### src/rtl/lsu_lane_calc.sv
// Works out alignment, the lowest lane a value occupies and the lane mask.
module lsu_lane_calc #(
    parameter int BYTES = 8,
    localparam int OFF_W = $clog2(BYTES),
    localparam int SZ_W  = $clog2(OFF_W + 1)
) (
    input  logic [OFF_W-1:0] offset,
    input  logic [SZ_W-1:0]  size,
    input  logic             big_endian,
    output logic             aligned,
    output logic [OFF_W-1:0] base_lane,
    output logic [BYTES-1:0] lane_mask
);

    logic [OFF_W:0]   nbytes;
    logic [OFF_W-1:0] low_mask;

    always_comb begin
        nbytes   = (OFF_W+1)'(1) << size;
        low_mask = OFF_W'(nbytes - (OFF_W+1)'(1));
        aligned  = (offset & low_mask) == '0;
        // Mirrored lanes: the value ends at lane BYTES-1-offset.
        if (big_endian) begin
            base_lane = OFF_W'((OFF_W+1)'(BYTES) - nbytes - {1'b0, offset});
        end else begin
            base_lane = offset;
        end
        for (int i = 0; i < BYTES; i++) begin
            lane_mask[i] = (i >= int'(base_lane)) &&
                           (i <  int'(base_lane) + int'(nbytes));
        end
    end

endmodule

### src/rtl/lsu_load_extract.sv
// Shifts the addressed lanes down and widens them for each access width.
module lsu_load_extract #(
    parameter int DATA_W = 64,
    localparam int BYTES = DATA_W / 8,
    localparam int OFF_W = $clog2(BYTES),
    localparam int SZ_W  = $clog2(OFF_W + 1)
) (
    input  logic [DATA_W-1:0] rdata,
    input  logic [OFF_W-1:0]  base_lane,
    input  logic [SZ_W-1:0]   size,
    input  logic              sign_ext,
    output logic [DATA_W-1:0] value
);

    logic [DATA_W-1:0] shifted;
    logic [DATA_W-1:0] cand [OFF_W+1];

    assign shifted = rdata >> {base_lane, 3'b000};

    for (genvar k = 0; k <= OFF_W; k++) begin : g_width
        localparam int FW = 8 << k;
        if (FW >= DATA_W) begin : g_full
            assign cand[k] = shifted;
        end else begin : g_part
            logic fill_bit;
            assign fill_bit = sign_ext & shifted[FW-1];
            assign cand[k]  = {{(DATA_W-FW){fill_bit}}, shifted[FW-1:0]};
        end
    end

    always_comb begin
        value = '0;
        for (int k = 0; k <= OFF_W; k++) begin
            if (size == SZ_W'(k)) value = cand[k];
        end
    end

endmodule

### src/rtl/lsu_store_place.sv
// Moves the low-order source bytes up to the target lanes; other lanes zero.
module lsu_store_place #(
    parameter int DATA_W = 64,
    localparam int BYTES = DATA_W / 8,
    localparam int OFF_W = $clog2(BYTES)
) (
    input  logic [DATA_W-1:0] src,
    input  logic [OFF_W-1:0]  base_lane,
    input  logic [BYTES-1:0]  lane_mask,
    output logic [DATA_W-1:0] placed
);

    logic [DATA_W-1:0] shifted;

    assign shifted = src << {base_lane, 3'b000};

    for (genvar b = 0; b < BYTES; b++) begin : g_lane
        assign placed[8*b +: 8] = lane_mask[b] ? shifted[8*b +: 8] : 8'h00;
    end

endmodule

### src/rtl/lsu_align_unit.sv
module lsu_align_unit #(
    parameter int ADDR_W = 64,
    parameter int DATA_W = 64,
    localparam int BYTES = DATA_W / 8,
    localparam int OFF_W = $clog2(BYTES),
    localparam int SZ_W  = $clog2(OFF_W + 1)
) (
    input  logic              clk,
    input  logic              rst_n,
    input  logic [ADDR_W-1:0] addr,
    input  logic [SZ_W-1:0]   size,
    input  logic              is_signed,
    input  logic              is_store,
    input  logic              big_endian,
    input  logic [DATA_W-1:0] store_data,
    input  logic [DATA_W-1:0] mem_rdata,
    output logic [DATA_W-1:0] load_data,
    output logic [DATA_W-1:0] mem_wdata,
    output logic [BYTES-1:0]  byte_we,
    output logic              misaligned
);

    typedef struct packed {
        logic [DATA_W-1:0] ld;
        logic [DATA_W-1:0] wd;
        logic [BYTES-1:0]  we;
        logic              mis;
    } result_t;

    result_t r_d, r_q;

    logic              aligned;
    logic [OFF_W-1:0]  base_lane;
    logic [BYTES-1:0]  lane_mask;
    logic [DATA_W-1:0] ext_value;
    logic [DATA_W-1:0] placed;
    logic              unused_addr_hi;

    assign unused_addr_hi = ^addr[ADDR_W-1:OFF_W];

    lsu_lane_calc #(.BYTES(BYTES)) u_lane (
        .offset     (addr[OFF_W-1:0]),
        .size       (size),
        .big_endian (big_endian),
        .aligned    (aligned),
        .base_lane  (base_lane),
        .lane_mask  (lane_mask)
    );

    lsu_load_extract #(.DATA_W(DATA_W)) u_load (
        .rdata     (mem_rdata),
        .base_lane (base_lane),
        .size      (size),
        .sign_ext  (is_signed),
        .value     (ext_value)
    );

    lsu_store_place #(.DATA_W(DATA_W)) u_store (
        .src       (store_data),
        .base_lane (base_lane),
        .lane_mask (lane_mask),
        .placed    (placed)
    );

    always_comb begin
        r_d     = '0;
        r_d.mis = ~aligned;
        if (aligned) begin
            if (is_store) begin
                r_d.we = lane_mask;
                r_d.wd = placed;
            end else begin
                r_d.ld = ext_value;
            end
        end
    end

    always_ff @(posedge clk) begin
        if (!rst_n) r_q <= '0;
        else        r_q <= r_d;
    end

    assign load_data  = r_q.ld;
    assign mem_wdata  = r_q.wd;
    assign byte_we    = r_q.we;
    assign misaligned = r_q.mis;

endmodule

### config.mk
export PLATFORM = sky130hd
export DESIGN_NAME = lsu_align_unit
export DESIGN_NICKNAME = d
export VERILOG_FILES = /design/src/rtl/lsu_lane_calc.sv /design/src/rtl/lsu_load_extract.sv /design/src/rtl/lsu_store_place.sv /design/src/rtl/lsu_align_unit.sv
export SDC_FILE = /design/constraint.sdc
export NUM_CORES = 1
export LEC_CHECK = 0
export BUFFER_PORTS_ARGS = -buffer_cell sky130_fd_sc_hd__buf_2
export CORE_ASPECT_RATIO = 0.5
export CORE_MARGIN = 1.5
export CORE_UTILIZATION = 44
export DETAILED_ROUTE_END_ITERATION = 8
export PLACE_DENSITY = 0.73
export RECOVER_POWER = 100
export SYNTH_ARGS = -nofsm -noshare
export SYNTH_HDL_FRONTEND = slang
export SYNTH_HIERARCHICAL = 1
export SYNTH_SLANG_ARGS = --single-unit
### constraint.sdc
create_clock -name clk -period 4.83 [get_ports clk]
set_clock_uncertainty 0.1 [all_clocks]
set_input_delay 0.7245 -clock clk [delete_from_list [all_inputs] [get_ports clk]]
set_output_delay 0.7245 -clock clk [all_outputs]
set_load 0.05 [all_outputs]
Yosys cells after proc, flatten, opt, wreduce, memory -nomap -nowiden --
Index checks and enable logic that the tools add are counted.
Operators by class: eq/ne operators 3, $lt $le $gt $ge 15, reduce and logical (&&, ||, !) cells 19, shifts and indexed selects 3, $add $sub $neg 4, mux-type cells 5, bitwise operators 6
Operators by type and width (number):
- 64-bit 2-to-1 mux | 4
- 4-bit by 32-bit less-than comparator with 1-bit output, first input constant | 4
- 3-bit by 32-bit less-than comparator with 1-bit output, first input constant | 2
- 64-bit by 6-bit << shifter with 64-bit output | 1
- 64-bit by 6-bit right shift with 64-bit output | 1
- 1-bit by 32-bit less-than comparator with 1-bit output, first input constant | 1
- 2-bit by 32-bit less-than comparator with 1-bit output, first input constant | 1
- 4-bit AND reduction | 8
- 3-bit >= comparator, first input constant | 3
- 1-bit logical AND | 7
- 1-bit by 3-bit >= comparator with 1-bit output, first input constant | 2
- 2-bit by 3-bit >= comparator with 1-bit output, first input constant | 2
- 3-bit by 4-bit adder with 5-bit output | 1
- 2-bit equality test, second input constant | 2
- 1-bit by 2-bit << shifter with 4-bit output, first input constant | 1
- 1-bit bitwise AND | 3
- 3-bit bitwise AND | 1
- 3-bit zero test | 1
- 3-bit 2-to-1 mux | 1
- 3-bit AND reduction | 1
- 3-bit OR reduction | 1
- 1-bit by 3-bit subtractor with 3-bit output, first input constant | 1
- 3-bit by 1-bit subtractor with 3-bit output, second input constant | 1
- 3-bit subtractor | 1
- 3 further kinds | 4
Storage, ports and cells: register bits after elaboration 137, output and inout port bits 137, logic and storage cells 66, input bits 199

Depth between registers and ports, before layout --
Gate-level depths: netlist of the first run.
depth after elaboration 10, depth in mapped cells 14, gate-level depth less buffers 13

Modules after synthesis --
The synthesis of the first run kept the hierarchy.
By module, submodules not included:
- lsu_align_unit | cells each 319, seq. area each 2742.6 um^2, times used 1, area each 4286.6 um^2
- lsu_load_extract | cells each 281, seq. area each 0.0 um^2, times used 1, area each 2319.7 um^2
- lsu_store_place | cells each 239, seq. area each 0.0 um^2, times used 1, area each 2013.2 um^2
- lsu_lane_calc | cells each 54, seq. area each 0.0 um^2, times used 1, area each 456.7 um^2

Worst setup path after synthesis of the first run --
Ideal clock, no wire load.
path kind input to register, start input size[0], end register r_q, in the netlist mem_wdata[42], path slack 678 ps, setup time 61 ps, stages on the path 14, data arrival time 3991 ps, path through or2_2 -> ha_1 -> ha_1 -> and3_2 -> o311ai_4 -> ha_1 -> and2_2 -> a31oi_2 -> nand3_1 -> a22oi_1 -> nand2b_1 -> buf_1 -> o32ai_1 -> and4_1
On the way: cells in the longest elaborated chain, start to end 8, elaborated cells on any way between the ends 13
RTL lines:
- start, declared | line lsu_align_unit.sv:11 | input logic [SZ_W-1:0] size,
- 1-bit by 2-bit << shifter with 4-bit output * | line lsu_lane_calc.sv:19 | nbytes = (OFF_W+1)'(1) << size;
- 1-bit by 3-bit subtractor with 3-bit output * | line lsu_lane_calc.sv:24 | base_lane = OFF_W'((OFF_W+1)'(BYTES) - nbytes - {1'b0, offset});
- 3-bit subtractor * | line lsu_lane_calc.sv:24
- 3-bit 2-to-1 mux * | line lsu_lane_calc.sv:23 | if (big_endian) begin
- net base_lane[2] | line lsu_align_unit.sv:33 | logic [OFF_W-1:0] base_lane;
- 3-bit by 4-bit adder with 5-bit output | line lsu_lane_calc.sv:30 | (i < int'(base_lane) + int'(nbytes));
- 4-bit by 32-bit less-than comparator with 1-bit output | line lsu_lane_calc.sv:30
- 1-bit logical AND * | line lsu_lane_calc.sv:29 | lane_mask[i] = (i >= int'(base_lane)) &&
- net lane_mask[5] | line lsu_align_unit.sv:34 | logic [BYTES-1:0] lane_mask;
- 4-bit AND reduction (no source line) *
- end signal, assigned | line lsu_align_unit.sv:80 | else r_q <= r_d;
- end, declared | line lsu_align_unit.sv:30 | result_t r_d, r_q;
Mark *: on every way through the listed nets, which the timed path passes. The rest lies on a longest branch. A chain may end at the register's enable or synchronous reset.

Worst setup path in the final report of the first run --
start input size[0], end register r_q, in the netlist mem_wdata[22]
On the way: cells in the longest elaborated chain, start to end 8, elaborated cells on any way between the ends 13
RTL lines (line):
- 1-bit by 2-bit << shifter with 4-bit output * | lsu_lane_calc.sv:19
- 1-bit by 3-bit subtractor with 3-bit output * | lsu_lane_calc.sv:24
- 3-bit subtractor * | lsu_lane_calc.sv:24
- 3-bit 2-to-1 mux * | lsu_lane_calc.sv:23
- net base_lane[2] | lsu_align_unit.sv:33
- 3-bit by 4-bit adder with 5-bit output | lsu_lane_calc.sv:30
- 3-bit by 32-bit less-than comparator with 1-bit output | lsu_lane_calc.sv:30
- 1-bit logical AND * | lsu_lane_calc.sv:29
- net lane_mask[2] | lsu_align_unit.sv:34
- 4-bit AND reduction (no source line) *
Marked as above.

==> results of run 1 <==
[worst min-delay path, cell delays in order]
cell and delay, ns:
buf_2 0.11, and2_1 0.11, and4_1 0.17
[kinds of logic after synthesis]
family	share of synthesized area, %
compound gates	11.6
xor+xnor	0.193
fa+ha+maj	0.827
buf+inv	8.17
flops	30.2
mux	21.8
simple gates	27.2
[metrics by stage]
stage               std cells  hold WS, ns  power (mW)
finish                   1377        0.609        3.53
global route             1374        0.611        3.68
CTS                      1374        0.589        3.56
detailed placement       1342         1.05        2.29
global placement         1342         1.06        2.27
floorplan                 893        0.913        2.02
[cell type report]
class | instances | area [um^2] | area share, %
Antenna cell | 3 | 7.51 | 0.0704
Sequential cell | 137 | 2740 | 25.7
Clock buffer | 20 | 447 | 4.19
Multi-Input combinational cell | 638 | 5590 | 52.5
Tap cell | 266 | 333 | 3.12
Inverter | 8 | 32.5 | 0.305
Timing Repair Buffer | 293 | 1390 | 13.0
Clock inverter | 12 | 118 | 1.10
[worst max-delay path by stage]
stage / slack (ns) / startpoint / endpoint / cells after the start
5_1_grt: 0.23 / size[0] / mem_wdata[44] / 15
3_5_place_dp: 0.19 / size[0] / mem_wdata[44] / 15
2_1_floorplan: 0.68 / size[0] / mem_wdata[42] / 14
4_1_cts: 0.64 / size[0] / mem_wdata[44] / 15
6_report: 0.44 / size[0] / mem_wdata[22] / 15
3_3_place_gp: 0.27 / size[0] / mem_wdata[43] / 15
[registers in the layout (all words and copies together), names as in the netlist]
name        count
byte_we         8
misaligned      1
load_data      64
mem_wdata      64
[cell usage after synthesis (3+ instances only)]
cell       instances  area share (%)
buf_4             12            0.99
and4b_1           65             7.2
o21a_1             7            0.58
o32ai_1            7            0.68
a22oi_1            6            0.50
nor2b_1           24             1.7
and2_1            20             1.4
ha_1               6            0.83
nand2_1           34             1.4
o2bb2ai_1         15             1.4
buf_1              5            0.21
nor3b_1            8            0.66
o2111ai_1          9            0.87
a211oi_1          17             1.4
mux2i_1           85             9.4
buf_2             55             3.0
o211ai_1           3            0.25
nand2b_1          12            0.83
a221oi_2           7             1.2
a31oi_1            4            0.28
a21oi_1            7            0.39
nand4_1           25             1.7
a32oi_1            6            0.58
clkbuf_1          13            0.54
clkbuf_2           3            0.17
mux2_4             3            0.50
o21ai_0           25             1.4
and4_1            73             7.0
nor2_1            43             1.8
a211o_1            3            0.29
buf_6             19             2.4
inv_1              7            0.29
dfxtp_1          137              30
nand3_1           16            0.88
mux4_2            32             7.9
mux2_2            32             4.0
[power by group through the flow]
stage	clock network [mW]	registers [mW]	logic [mW]
after floorplan	0	1.30	0.725
after global placement	0	1.19	1.08
after detailed placement	0	1.19	1.09
after CTS	1.29	1.17	1.10
after global routing	1.34	1.17	1.17
final	1.27	1.17	1.10
[metal layers]
layer	track usage, %	part of all wire [%]	up-vias
li1	-	-	3873
met3	6.52	8.3	48
met2	44.8	47	420
met4	8.13	1.9	8
met5	0	0.18	-
met1	35.3	42	4096
==> metrics.md, run 1 <==
| Metric | Value |
|---|---|
| Status | finished, violations left |
| Failing checks | capacitance limit, slew limit |
| Distinct cells, synth | 74 |
| Rel. slew slack | -40.1% |
| Initial Utilization | 45.8% |
| Sequential element share of the synthesized area | 30.2% |
| Fin util | 53.8% |
| CTS Root Cell | clkbuf_16 |
| Mapped Area | between 9000 and 10000 um^2 |
| Achievable frequency | 228 MHz |
| Post_cts resized | 0 |
| Global-route wire length before repair | 45300 um |
| Core box area | 19800 um^2 |
| Final ANT Viol Nets | 0 |
| Asr flop ratio synth | 0% |
| # H-tree levels | 4 |
| Final Hold Vio Count | 0 |
| Crit Path Category | in -> reg |
| Placed Area | 10300 um^2 |
| Data arrival, critical path | 4.67 ns |
| RSZ-0062 raised after global routing | false |
| Worst VDD drop | about 180 uV |
| Share of layout cells above drive strength 1 | 24.9% |
| # IOs | 336 |
| P per Cell Area | 332 nW/um^2 |
| Leak Pwr | 4.55 nW |
| Max FO, Critical Path | 11 |
| Initial DRC count | 661 |
| Post-Place Setup Slack | 0.192 ns |
| Drt total wl | 30200 um |
| Max_cap viols | 1 |
| CP Launch Type | input port |
| GRT overflow | 0 |
| Final #Nets | 1300 |
| Vias in the first global route | 8094 |
| Die ar. | 21600 um^2 |
| Depth of the worst hold-timing path | 3 |
| Syn. warnings | 6 |
| Net count after synthesis | between 1000 and 1500 |
| Setup violators final | 0 |
| Worst slew pin tran | 2.10 ns |
| Final min period | 4.39 ns |
| IO buf count | ~270 |
| Clk slew on worst S/H paths | approximately 0.060 ns |
| Die Ht | roughly 100 um |
| CP Buf/Inv Count | 2 |
| Area Growth Syn to Fin | 17.4% |
| Critical Path Sink Type | register |
| WP data required | about 5 ns |
| Die Span X | slightly above 200 um |
| Routability congestion estimate | 0.921 |
| Post-CTS setup buffers | 0 |
| Final setup TNS | 0 ns |
| Ys flop type | dfxtp_1 |
| CTS tree | yes |
| Synth Instances | 893 |
| Count of flip-flops with a built-in enable after synthesis | 0 |
| Design area | 10700 um^2 |
| FP Rows | 36 |
| Commonest non-fill, non-tap cell in the layout | clkbuf_1 |
| Final setup margin | 0.435 ns |
| Final Max Slew Viols | 56 |
| Clock Power Share | 35.8% |
| Hold Buf Count CTS | 0 |
| Top delay family on crit path | simple AND/OR/NAND/NOR gates |
| Post-DR wirelength/cell | 21.9 um |
| Via count | 8445 |
| Sequential power share | 33.1% |
| Hold Path Class | in -> reg |
| Number of synthesized register bits | roughly 140 |
| Cts bufs inserted | 17 |
| CP max stage cell | or4_4 |
| Max clock buf depth | 2 |
| Switch Pwr | 1.23 mW |
| Net Sw Frac | 34.7% |
| First-pass DRT Iterations | 5 |
| Drt via density | 6.13 |
| Number of fill cells | 1867 |
| Commonest non-fill, non-tap cells in the layout | clkbuf_1 (143), dfxtp_1 (137), buf_2 (134), mux2i_1 (85), and4_1 (73) |
| All-layer global routing usage | 27.2% |
| Hold_sp | store_data[4] |
| Gate power share | between 30% and 40% |
| Critical Path Max Stage Delay | 0.56 ns |
| DRC violations left | 0 |
| Initial antenna violation count | 5 |
| CP cell instances | clkbuf_1 > and2b_1 > xnor2_1 > ha_1 > or4_4 > o311ai_4 > ha_1 > and2_2 > a31oi_2 > nand2_2 > a311oi_1 > nand2b_1 > clkbuf_1 > nor2_1 > and4_1 |
| Final period utilization | 91.0% |
| DP Wirelength | 21400 um |
| WHS Endpoint | mem_wdata[4] |
| Clock sinks | 137 |
| Maximum number of pins on one net before global-route repair | 138 |
| Pint | 2.31 mW |
| Average size of a mapped cell | 10.2 um^2 |
Power figures use the tool's default switching activity.
==> run 2: changes to the inputs <==
==> constraint.sdc (replaced) <==
create_clock -name clk -period 4.1 [get_ports clk]
set_clock_uncertainty 0.1 [all_clocks]
set_input_delay 0.615 -clock clk [delete_from_list [all_inputs] [get_ports clk]]
set_output_delay 0.615 -clock clk [all_outputs]
set_load 0.05 [all_outputs]
==> metrics.md, run 2 (synthesis results as in run 1) <==
| Metric | Value |
|---|---|
| Status | finished, violations left |
| Failing checks | capacitance limit, slew limit |
| IO buf count | between 200 and 300 |
| Rel. slew slack | -46.6% |
| Commonest non-fill, non-tap cell in the layout | clkbuf_1 |
| Final Max Slew Viols | 33 |
| Critical Path Sink Type | register |
| Crit Path Category | in -> reg |
| Leak Pwr | approximately 4.7 nW |
| Design area | 10900 um^2 |
| Worst VDD drop | 181 uV |
| Post-DR wirelength/cell | 21.8 um |
| Cts bufs inserted | 17 |
| Core box area | 19800 um^2 |
| Clk slew on worst S/H paths | 0.07 ns |
| DP Wirelength | 21600 um |
| Die ar. | 21600 um^2 |
| # H-tree levels | 4 |
| Initial antenna violation count | 3 |
| Setup violators final | 0 |
| Clock sinks | 137 |
| Routability congestion estimate | just over 0.9 |
| Vias in the first global route | 8279 |
| CP Launch Type | input port |
| Post-CTS setup buffers | 0 |
| Via count | around 8500 |
| Data arrival, critical path | between 4 and 5 ns |
| DRC violations left | 0 |
| CTS tree | yes |
| Share of layout cells above drive strength 1 | 26.8% |
| All-layer global routing usage | 27.4% |
| Initial Utilization | 45.8% |
| Final ANT Viol Nets | 0 |
| RSZ-0062 raised after global routing | false |
| Crit path capture | mem_wdata[7] |
| Final Hold Vio Count | 0 |
| Final setup TNS | 0 ns |
| Worst slew pin tran | 2.20 ns |
| Drt via density | 6.08 |
| Initial DRC count | slightly below 800 |
| CTS Root Cell | clkbuf_16 |
| Final min period | 3.88 ns |
| FP Rows | 36 |
| Final #Nets | 1325 |
| Maximum number of pins on one net before global-route repair | 138 |
| WP data required | 4.35 ns |
| Area Growth Syn to Fin | 19.9% |
| Die Ht | 105 um |
| Die Span X | 206 um |
| Hold Buf Count CTS | 0 |
| First-pass DRT Iterations | 8 |
| Hold WS | ~0.53 ns |
| Max_cap viols | 1 |
| Drt total wl | 30500 um |
| Achievable frequency | 258 MHz |
| Placed Area | 10500 um^2 |
| GRT overflow | 0 |
| Crit path launch | size[0] |
| Fin util | 54.9% |
| Max FO, Critical Path | 8 |
| Total power | about 4.3 mW |
| Commonest non-fill, non-tap cells in the layout | clkbuf_1 (140), dfxtp_1 (137), buf_2 (136), mux2i_1 (85), and4_1 (73) |
| Final period utilization | between 90% and 100% |
| Global-route wire length before repair | 45800 um |
| Max clock buf depth | 2 |
| P per Cell Area | 393 nW/um^2 |
| Hold Path Class | in -> reg |
| # IOs | about 340 |
run 2: layout make-up:
cell class | instances | area (um^2)
fill | 1855 | 8940
sequential | 137 | 2740
clock buffer | 19 | 433
antenna | 1 | 2.50
inverter | 8 | 32.5
tap | 266 | 333
timing repair buffer | 318 | 1600
multi-input combinational | 638 | 5590
clock inverter | 13 | 144
run 2: critical path, stage by stage:
cell	delay, ns
buf_2	0.10
or2_2	0.30
ha_1	0.19
ha_1	0.24
or4_1	0.59
o311ai_4	0.10
ha_1	0.31
and2_2	0.19
a31oi_2	0.16
buf_4	0.16
nand2_2	0.07
a311oi_2	0.31
nor3b_4	0.40
and2_0	0.19
and4_1	0.20
run 2: power breakdown:
part	internal, mW	switching [mW]
logic	0.530	0.814
registers	1.37	0.0112
clock network	0.902	0.647
run 2: metrics by stage:
stage | instances | worst slack [ns]
global placement | 1367 | -0.0849
detailed placement | 1367 | -0.225
CTS | 1399 | 0.217
floorplan | 893 | 0.0579
finish | 1400 | 0.217
global route | 1400 | 0.0557
run 2: per-layer routing:
layer,vias to the layer above,part of all wire (%),track usage (%)
met1,4084,42,34.5
li1,3919,-,-
met2,448,48,46.4
met3,55,8.4,6.36
met4,4,1.9,8.33
met5,-,0.088,0
run 2: repair_timing:
action / in CTS / in global routing
gates resized for setup: 0 / 1
endpoints found under the hold margin: 0 / 0
setup endpoints to repair: 0 / 3
run 2: worst min-delay path by stage:
stage | startpoint | to | slack (ns) | cells past startpoint
after global placement | store_data[4] | mem_wdata[4] | 0.95 | 3
after global routing | store_data[5] | mem_wdata[5] | 0.53 | 3
final | store_data[4] | mem_wdata[4] | 0.53 | 3
after CTS | store_data[4] | mem_wdata[4] | 0.50 | 3
after floorplan | mem_rdata[60] | load_data[60] | 0.80 | 3
after detailed placement | store_data[4] | mem_wdata[4] | 0.95 | 3
==> run 3: changes to the inputs <==
--- a/config.mk
+++ b/config.mk
@@ -8,9 +8,9 @@
 export BUFFER_PORTS_ARGS = -buffer_cell sky130_fd_sc_hd__buf_2
 export CORE_ASPECT_RATIO = 0.5
 export CORE_MARGIN = 1.5
-export CORE_UTILIZATION = 44
+export CORE_UTILIZATION = 42
 export DETAILED_ROUTE_END_ITERATION = 8
-export PLACE_DENSITY = 0.73
+export PLACE_DENSITY = 0.7
 export RECOVER_POWER = 100
 export SYNTH_ARGS = -nofsm -noshare
 export SYNTH_HDL_FRONTEND = slang
==> metrics.md, run 3 (synthesis results as in run 1) <==
| Metric | Value |
|---|---|
| Achievable frequency | 256 MHz |
| Vias in the first global route | 8167 |
| Via count | roughly 8500 |
| Initial DRC count | 857 |
| Setup violators final | 0 |
| Drt total wl | 30500 um |
| Max FO, Critical Path | 17 |
| Final min period | 3.91 ns |
| P per Cell Area | 400 nW/um^2 |
| IO buf count | 274 |
| Initial Utilization | 43.5% |
| GRT busiest layer | met2 |
| Global-route wire length before repair | ~46000 um |
| Area Growth Syn to Fin | 20.6% |
| Rel. slew slack | -39.7% |
| Total power | 4.38 mW |
| Status | finished, violations left |
| Number of fill cells | between 1500 and 2000 |
| Hold_sp | store_data[5] |
| Clk slew on worst S/H paths | 0.06 ns |
| Worst slew pin tran | 2.10 ns |
| Final setup margin | a little under 0.2 ns |
| CTS Root Cell | clkbuf_16 |
| Cts bufs inserted | 17 |
| Max_cap viols | 1 |
| RSZ-0062 raised after global routing | false |
| Leak Pwr | 4.73 nW |
| FP Rows | 37 |
| Drt via density | 5.94 |
| Post-Place Setup Slack | -0.184 ns |
| CP max stage cell | or4_4 |
| Hold Buf Count CTS | 0 |
| # H-tree levels | 4 |
| Final period utilization | roughly 95% |
| Final Hold Vio Count | 0 |
| Hold WS | 0.531 ns |
| Clock sinks | around 140 |
| CP Launch Type | input port |
| Commonest non-fill, non-tap cell in the layout | clkbuf_1 |
| DRC violations left | 0 |
| CTS tree | yes |
| Met1 usage | 34.6% |
| Die ar. | 22600 um^2 |
| Share of layout cells above drive strength 1 | 27.2% |
| Final ANT Viol Nets | 0 |
| Depth of the worst hold-timing path | 3 |
| Worst VDD drop | 197 uV |
| DP Wirelength | 22100 um |
| M3 GR Usage | 4.98% |
| # IOs | approximately 340 |
| Die Ht | 107 um |
| All-layer global routing usage | 26.6% |
| Die Span X | 211 um |
| Commonest non-fill, non-tap cells in the layout | clkbuf_1 (140), dfxtp_1 (137), buf_2 (135), mux2i_1 (85), and4_1 (73) |
| Placed Area | around 11000 um^2 |
| Maximum number of pins on one net before global-route repair | 138 |
| Core box area | 20900 um^2 |
| First-pass DRT Iterations | 5 |
| M2 GR Usage | 44.6% |
| WHS Endpoint | mem_wdata[5] |
| Final #Nets | 1330 |
| Data arrival, critical path | 4.17 ns |
| Crit Path Category | in -> reg |
| Post_cts resized | 0 |
| Fin util | between 50% and 60% |
| Max clock buf depth | 2 |
| Design area | 10900 um^2 |
| Critical Path Sink Type | register |
| Post-DR wirelength/cell | 21.3 um |
| Hold Path Class | in -> reg |
| Failing checks | capacitance limit, slew limit |
| Critical Path Max Stage Delay | ~0.56 ns |
| CP cell instances | buf_2 > or2_2 > ha_1 > ha_1 > or4_4 > o311ai_4 > clkbuf_2 > nor2b_1 > a22oi_1 > or4b_1 > clkbuf_2 > a32oi_1 > and4b_1 |
| Final Max Slew Viols | 138 |
| Initial antenna violation count | 5 |
| Routability congestion estimate | ~0.9 |
| Post-CTS setup buffers | 0 |
| GRT overflow | 0 |
| WP data required | 4.37 ns |
run 3: power by group:
part | switching, mW | internal (mW)
combinational | 0.820 | 0.524
sequential | 0.0113 | 1.37
clock | 0.672 | 0.989
total | 1.50 | 2.88
run 3: critical path, delay by kind of cell:
family | cells | cell delay (ns)
and+or+nand+nor | 5 | 1.72
buffers and inverters | 3 | 0.75
AOI/OAI and AO/OA | 3 | 0.64
adders and majority gates | 2 | 0.43
run 3: stage by stage:
| step | instances | TNS [ns] |
|---|---|---|
| floorplan | 893 | 0 |
| global placement | 1398 | -1.01 |
| detailed placement | 1398 | -2.96 |
| CTS | 1430 | 0 |
| global route | 1430 | 0 |
| finish | 1432 | 0 |
run 3: final cells by class:
| type | count | area, um^2 | share of cell area (%) |
|---|---|---|---|
| clock inverter | 14 | 185 | 1.69 |
| clock buffer | 18 | 439 | 4.01 |
| multi-input combinational | 638 | 5600 | 51.1 |
| antenna | 2 | 5.00 | 0.0457 |
| timing repair buffer | 323 | 1580 | 14.4 |
| sequential | 137 | 2740 | 25.1 |
| inverter | 8 | 32.5 | 0.297 |
| tap | 292 | 365 | 3.34 |
run 3: worst max-delay path by stage:
stage	start	end	cells past startpoint
5_1_grt	size[0]	mem_wdata[17]	16
3_3_place_gp	size[0]	mem_wdata[17]	16
4_1_cts	size[0]	mem_wdata[17]	16
6_report	size[0]	load_data[27]	13
2_1_floorplan	size[0]	mem_wdata[42]	14
3_5_place_dp	size[0]	mem_wdata[17]	16
run 3: routing by layer:
metal  up-vias  part of all wire [%]
met5         -                 0.085
met4         4                   1.9
met3        45                   6.5
met2       388                    48
met1      4139                    44
li1       3934                     -
